File: config.mk
export PLATFORM = sky130hd
export DESIGN_NAME = e1_ts16_alarm_mon
export DESIGN_NICKNAME = d
export VERILOG_FILES = /design/src/rtl/e1_ts16_pkg.sv /design/src/rtl/ts16_los_det.sv /design/src/rtl/ts16_ais_det.sv /design/src/rtl/ts16_ra_track.sv /design/src/rtl/e1_ts16_alarm_mon.sv
export SDC_FILE = /design/constraint.sdc
export NUM_CORES = 1
export LEC_CHECK = 0
export BUFFER_PORTS_ARGS = -buffer_cell sky130_fd_sc_hd__buf_2
export CORE_UTILIZATION = 42
export CTS_BUF_LIST = sky130_fd_sc_hd__clkbuf_4
export DETAILED_ROUTE_END_ITERATION = 10
export PLACE_DENSITY = 0.63
export REMOVE_ABC_BUFFERS = 1
export SKIP_LAST_GASP = 1
export SLEW_MARGIN = 20
export SYNTH_ARGS = -nofsm -noshare
export SYNTH_HDL_FRONTEND = slang
export SYNTH_HIERARCHICAL = 1
export SYNTH_SLANG_ARGS = --single-unit
File: constraint.sdc
create_clock -name clk -period 9.7 [get_ports clk]
set_input_delay 1.94 -clock clk [delete_from_list [all_inputs] [get_ports clk]]
set_output_delay 1.94 -clock clk [all_outputs]
set_load 0.01 [all_outputs]
File: src/rtl/e1_ts16_pkg.sv
package e1_ts16_pkg;
  localparam int OCTET_W_DEF = 8;

  typedef enum logic [1:0] {
    PV_NONE   = 2'd0,
    PV_SPARSE = 2'd1,
    PV_LIVE   = 2'd2
  } period_verdict_e;
endpackage

File: src/rtl/ts16_los_det.sv
module ts16_los_det #(
  parameter int OCTET_W = 8,
  parameter int LOS_RUN = 16
) (
  input  logic               clk,
  input  logic               rst,
  input  logic               vld,
  input  logic [OCTET_W-1:0] oct,
  output logic               los
);
  localparam int RUN_W = $clog2(LOS_RUN + 1);

  logic [RUN_W-1:0] run_q;
  logic             los_q;
  logic             all_zero;

  assign all_zero = (oct == '0);

  always_ff @(posedge clk) begin
    if (rst) begin
      run_q <= '0;
      los_q <= 1'b0;
    end else if (vld) begin
      if (all_zero) begin
        if (run_q != RUN_W'(LOS_RUN)) run_q <= run_q + 1'b1;
        if (run_q >= RUN_W'(LOS_RUN - 1)) los_q <= 1'b1;
      end else begin
        run_q <= '0;
        los_q <= 1'b0;
      end
    end
  end

  assign los = los_q;

  assert_los_one_clears_R2: assert property (@(posedge clk) disable iff (rst)
    (vld && !all_zero) |=> !los);
  assert_los_threshold_R1: assert property (@(posedge clk) disable iff (rst)
    (vld && all_zero && run_q == RUN_W'(LOS_RUN - 1)) |=> los);
  assert_los_hold_R9: assert property (@(posedge clk) disable iff (rst)
    !vld |=> $stable(los));
endmodule

File: src/rtl/ts16_ais_det.sv
module ts16_ais_det
  import e1_ts16_pkg::*;
#(
  parameter int OCTET_W   = 8,
  parameter int ZERO_LIM  = 4,
  parameter int CONSEC    = 2,
  parameter int PAT_BITS  = 4
) (
  input  logic               clk,
  input  logic               rst,
  input  logic               vld,
  input  logic [OCTET_W-1:0] oct,
  input  logic               frame0,
  input  logic               aligned,
  output logic               ais
);
  localparam int ZC_W  = $clog2(ZERO_LIM + 1);
  localparam int SUM_W = $clog2(ZERO_LIM + OCTET_W + 1);
  localparam int ST_W  = $clog2(CONSEC + 1);

  logic [ZC_W-1:0]  zcnt_q;
  logic             pat_q;
  logic             open_q;
  logic [ST_W-1:0]  sparse_st_q;
  logic [ST_W-1:0]  live_st_q;
  logic             ais_q;

  logic [SUM_W-1:0] oct_zeros;
  logic [SUM_W-1:0] zsum;
  logic [ZC_W-1:0]  zsum_sat;
  logic [ZC_W-1:0]  zfresh_sat;
  logic             pat_now;
  period_verdict_e  verdict;

  always_comb begin
    oct_zeros = '0;
    for (int i = 0; i < OCTET_W; i++) begin
      if (!oct[i]) oct_zeros = oct_zeros + 1'b1;
    end
  end

  assign zsum       = SUM_W'(zcnt_q) + oct_zeros;
  assign zsum_sat   = (zsum >= SUM_W'(ZERO_LIM)) ? ZC_W'(ZERO_LIM) : ZC_W'(zsum);
  assign zfresh_sat = (oct_zeros >= SUM_W'(ZERO_LIM)) ? ZC_W'(ZERO_LIM) : ZC_W'(oct_zeros);
  assign pat_now    = (oct[OCTET_W-1 -: PAT_BITS] == '0);

  always_comb begin
    if (!open_q)                              verdict = PV_NONE;
    else if (pat_q || zcnt_q >= ZC_W'(ZERO_LIM)) verdict = PV_LIVE;
    else                                      verdict = PV_SPARSE;
  end

  always_ff @(posedge clk) begin
    if (rst) begin
      zcnt_q      <= '0;
      pat_q       <= 1'b0;
      open_q      <= 1'b0;
      sparse_st_q <= '0;
      live_st_q   <= '0;
      ais_q       <= 1'b0;
    end else if (vld) begin
      if (!aligned) begin
        zcnt_q      <= '0;
        pat_q       <= 1'b0;
        open_q      <= 1'b0;
        sparse_st_q <= '0;
        live_st_q   <= '0;
        ais_q       <= 1'b0;
      end else if (frame0) begin
        case (verdict)
          PV_SPARSE: begin
            live_st_q <= '0;
            if (sparse_st_q != ST_W'(CONSEC)) sparse_st_q <= sparse_st_q + 1'b1;
            if (sparse_st_q >= ST_W'(CONSEC - 1)) ais_q <= 1'b1;
          end
          PV_LIVE: begin
            sparse_st_q <= '0;
            if (live_st_q != ST_W'(CONSEC)) live_st_q <= live_st_q + 1'b1;
            if (live_st_q >= ST_W'(CONSEC - 1)) ais_q <= 1'b0;
          end
          default: ;
        endcase
        zcnt_q <= zfresh_sat;
        pat_q  <= pat_now;
        open_q <= 1'b1;
      end else if (open_q) begin
        zcnt_q <= zsum_sat;
      end
    end
  end

  assign ais = ais_q;

  assert_ais_sync_clear_R6: assert property (@(posedge clk) disable iff (rst)
    (vld && !aligned) |=> !ais);
  assert_ais_hold_R9: assert property (@(posedge clk) disable iff (rst)
    !vld |=> $stable(ais));
  assert_ais_zcnt_bound_R3: assert property (@(posedge clk) disable iff (rst)
    zcnt_q <= ZC_W'(ZERO_LIM));
  assert_ais_streak_excl_R4: assert property (@(posedge clk) disable iff (rst)
    !(sparse_st_q != '0 && live_st_q != '0));
endmodule

File: src/rtl/ts16_ra_track.sv
module ts16_ra_track #(
  parameter int OCTET_W = 8,
  parameter int RA_POS  = 6
) (
  input  logic               clk,
  input  logic               rst,
  input  logic               vld,
  input  logic [OCTET_W-1:0] oct,
  input  logic               frame0,
  output logic               ra,
  output logic               irq
);
  localparam int RA_IDX = OCTET_W - RA_POS;

  logic ra_q;
  logic irq_q;
  logic ra_in;

  assign ra_in = oct[RA_IDX];

  always_ff @(posedge clk) begin
    if (rst) begin
      ra_q  <= 1'b0;
      irq_q <= 1'b0;
    end else begin
      irq_q <= 1'b0;
      if (vld && frame0) begin
        ra_q  <= ra_in;
        irq_q <= (ra_in != ra_q);
      end
    end
  end

  assign ra  = ra_q;
  assign irq = irq_q;

  assert_ra_follow_R7: assert property (@(posedge clk) disable iff (rst)
    (vld && frame0) |=> (ra == $past(ra_in)));
  assert_ra_other_frames_R7: assert property (@(posedge clk) disable iff (rst)
    !(vld && frame0) |=> $stable(ra));
  assert_irq_on_change_R8: assert property (@(posedge clk) disable iff (rst)
    irq |-> (ra != $past(ra)));
  assert_irq_idle_R8: assert property (@(posedge clk) disable iff (rst)
    !vld |=> !irq);
endmodule

File: src/rtl/e1_ts16_alarm_mon.sv
module e1_ts16_alarm_mon #(
  parameter int OCTET_W  = e1_ts16_pkg::OCTET_W_DEF,
  parameter int LOS_RUN  = 16,
  parameter int ZERO_LIM = 4,
  parameter int CONSEC   = 2,
  parameter int PAT_BITS = 4,
  parameter int RA_POS   = 6
) (
  input  logic               clk,
  input  logic               rst,
  input  logic               ts16_vld,
  input  logic [OCTET_W-1:0] ts16_oct,
  input  logic               mf_frame0,
  input  logic               ts0_aligned,
  output logic               ts16_los,
  output logic               ts16_ais,
  output logic               ts16_ra,
  output logic               ra_chg_irq
);
  ts16_los_det #(
    .OCTET_W (OCTET_W),
    .LOS_RUN (LOS_RUN)
  ) u_los (
    .clk (clk),
    .rst (rst),
    .vld (ts16_vld),
    .oct (ts16_oct),
    .los (ts16_los)
  );

  ts16_ais_det #(
    .OCTET_W  (OCTET_W),
    .ZERO_LIM (ZERO_LIM),
    .CONSEC   (CONSEC),
    .PAT_BITS (PAT_BITS)
  ) u_ais (
    .clk     (clk),
    .rst     (rst),
    .vld     (ts16_vld),
    .oct     (ts16_oct),
    .frame0  (mf_frame0),
    .aligned (ts0_aligned),
    .ais     (ts16_ais)
  );

  ts16_ra_track #(
    .OCTET_W (OCTET_W),
    .RA_POS  (RA_POS)
  ) u_ra (
    .clk    (clk),
    .rst    (rst),
    .vld    (ts16_vld),
    .oct    (ts16_oct),
    .frame0 (mf_frame0),
    .ra     (ts16_ra),
    .irq    (ra_chg_irq)
  );

  assert_reset_clear_R9: assert property (@(posedge clk)
    rst |=> (!ts16_los && !ts16_ais && !ts16_ra && !ra_chg_irq));
endmodule

==> impl_metrics.tcl <==
set metrics [dict create \
    setup_violations 0 \
    drive_above_1_share_pct 16.4 \
    async_flop_share_pct 0 \
    grt_usage_pct 16.3 \
    multiInputGateArea_um2 1350 \
    fin_skew_ps 3.98 \
    crit_type "in -> reg" \
    top_usage_layer "met2" \
    crit_path_end_kind "register" \
    avgSynthCellArea_um2 8.44 \
    reg2reg_depth 9 \
    path_depth 24 \
    final_max_slew_viol_count 0 \
    rsz0062_at_grt "no" \
    post-route-drc-count 0 \
    routed_wl_um 3380 \
    setup_tns_ps 0 \
    ant_nets 0 \
    ys.warnings.count 6 \
    power_density_nw_per_um2 119 \
    wl_per_cell_um 12.2 \
    diodes 0 \
    cp_max_fo 5 \
    gr-total-overflow 0 \
    met1_usage_pct 22.4 \
    cts_tree "yes" \
    coreArea_um2 4090 \
    postCtsResizedCells 0 \
    clockBufferDepth 2 \
    min_from "u_ais/sparse_st_q[0]" \
    portBuffers 16 \
    status "completed" \
    rows 23 \
    max_stage_delay_ps 370 \
    clockRootBuffer "clkbuf_4" \
    synth-main-ff-cell "dfxtp_1" \
    cp_common_cell "ha_1" \
    path_buf_inv 3 \
    synth_cell_types 63 \
    gp_congestion 0.842 \
    clk_pin_slew_ps 110 \
    hold_path_class "reg -> reg" \
    final_util_pct 47.6 \
    avgViaCountPerCell 5.45 \
    htreeDepth 1 \
    hold_path_depth 2 \
    numCtsBuffers 3 \
    antenna_found_initial 0 \
    required_ps 9890 \
    period_needed_ps 6830 \
    postCtsSetupBuffers 0 \
    dp.final_hpwl_um 2530 \
    dieArea_um2 4590 \
    slowest_stage "ha_1" \
    first_global_vias 1315 \
    hold_ws_ps 460 \
    ys_ff_latch 18 \
    clock_sink_count 18 \
    num_vias 1503 \
    grt_max_degree 27 \
    crit_path_cell_trace "buf_2 > inv_1 > ha_1 > xnor2_2 > ha_1 > nand2b_1 > nand2_1 > ha_1 > or2_2 > and2_1 > ha_1 > nor2b_1 > a31oi_1 > inv_1 > ha_1 > nor2_1 > a21oi_1 > ha_1 > mux2_2 > ha_1 > a21o_1 > a21oi_1 > and2b_1 > a221o_1" \
    netlist_instances 215 \
    cts_hold_buf 0 \
    ys_seq_area_share_pct 19.8 \
    hold_violations 0 \
    cp_top_family "adder cells" \
    synth_edf_count 0 \
    final.fill_count 413 \
    grtUsageMet3_pct 1.01 \
    p_leak_uw 0.000782 \
    start_kind "input pin" \
    crit_arrival_ps 7020 \
    worstMarginPinSlew_ps 491 \
    start_util_pct 44.4 \
    r2r-start "u_ais/zcnt_q[0]" \
    maxCapViolCount 0 \
    die_w_um 67.7 \
    syn_to_final_growth_pct 7.03 \
    synth.cell_area_um2 1820 \
    die_y_um 67.7 \
    period_share_pct 70.4 \
    regArea_um2 360 \
    relSlewSlack_pct 67.0 \
    timing.fmax_ghz 0.146 \
    clk_latency_ps 290 \
    drt_iter0_drc 48 \
    grt_pass1_wl_um 5780 \
    ioPinCount 17 \
    use_met2_pct 26.4 \
    worstSetupStartpoint "ts16_oct[0]" \
    finalNetCount 259 \
    firstDrtPassIters 4 \
    peakVddDrop_mv 0.0574 \
]
==> placed cells by master (no fill, tap or decap), types with 3 or more instances in the layout <==
cell      instances
inv_1            19
nand2_1          18
dfxtp_1          18
nor2_1           17
ha_1             17
buf_2            16
a21oi_1          11
nor2b_1          10
xnor2_1           7
nand2b_1          5
nor3b_1           5
o21ai_0           4
nor3_1            4
clkbuf_4          3
xnor2_2           3
xor2_1            3
a31oi_1           3
nand4_1           3
nor4_1            3
nand3_1           3
a22oi_1           3
==> worst paths after layout <==
check | to | slack [ps]
worst max register to register | u_ais/zcnt_q[0] | 7700
worst max-delay path | u_ais/zcnt_q[1] | 2870
worst min-delay path | u_ais/sparse_st_q[0] | 460
worst min register to register | u_ais/sparse_st_q[0] | 460
==> synthesized netlist by cell type, types with 3 or more instances <==
| cell type | n | area, um^2 |
|---|---|---|
| inv_1 | 19 | 71.3 |
| dfxtp_1 | 18 | 360 |
| nand2_1 | 18 | 67.6 |
| ha_1 | 17 | 213 |
| nor2_1 | 17 | 63.8 |
| a21oi_1 | 11 | 55.1 |
| nor2b_1 | 10 | 62.6 |
| xnor2_1 | 7 | 61.3 |
| nand2b_1 | 5 | 31.3 |
| nor3b_1 | 5 | 37.5 |
| nor3_1 | 4 | 20.0 |
| o21ai_0 | 4 | 20.0 |
| a22oi_1 | 3 | 22.5 |
| a31oi_1 | 3 | 18.8 |
| buf_2 | 3 | 15.0 |
| clkbuf_1 | 3 | 11.3 |
| nand3_1 | 3 | 15.0 |
| nand4_1 | 3 | 18.8 |
| nor4_1 | 3 | 18.8 |
| xnor2_2 | 3 | 48.8 |
| xor2_1 | 3 | 26.3 |
==> registers in the layout, indices dropped and copies added, names as in the netlist <==
register           cells
u_ais/zcnt_q           3
u_los/los              1
u_ais/open_q           1
u_ais/sparse_st_q      2
u_ra/ra                1
u_ais/pat_q            1
u_ais/live_st_q        2
u_ais/ais              1
u_ra/irq               1
u_los/run_q            5
==> where the power goes <==
| group | total, uW | switching (uW) | internal (uW) |
|---|---|---|---|
| Sequential | 78.5 | 2.07 | 76.4 |
| Combinational | 115 | 62.2 | 53.1 |
| Clock | 38.0 | 23.6 | 14.5 |
==> through the flow <==
stage | area, um^2 | cells | setup slack [ps] | total power [uW]
final | 1940 | 276 | 2870 | 232
after global routing | 1940 | 276 | 2470 | 255
after CTS | 1940 | 276 | 2860 | 234
after detailed placement | 1920 | 273 | 2540 | 195
after global placement | 1920 | 273 | 2630 | 195
after floorplan | 1780 | 207 | 3020 | 170
==> cell type report <==
cell class / count / share of cell area [%]
Tap cell: 50 / 3.22
Timing Repair Buffer: 16 / 4.12
Multi-Input combinational cell: 170 / 69.3
Clock buffer: 3 / 1.16
Sequential cell: 18 / 18.5
Inverter: 19 / 3.67
==> cell families (layout without fill, tap and decap cells) <==
logic type | count (synthesis) | in the layout | synth area share, %
buffers and inverters | 27 | 38 | 6.00
XOR/XNOR | 15 | 15 | 10.1
multiplexers | 2 | 2 | 1.17
AO/OA/AOI/OAI | 47 | 47 | 20.8
adder cells (fa/ha/maj) | 18 | 18 | 12.8
flip-flops | 18 | 18 | 19.8
AND/OR/NAND/NOR | 88 | 88 | 29.2
==> per-layer routing <==
metal | up-vias | wire [um]
met5 | - | 0
met4 | 0 | 36
met3 | 4 | 40
met2 | 14 | 1510
met1 | 684 | 1800
li1 | 801 | -
==> worst min-delay path, cell delays in order (launching register included) <==
cell,delay (ps)
dfxtp_1,330
nand2_1,50
a21oi_1,50
Power figures use the tool's default switching activity.
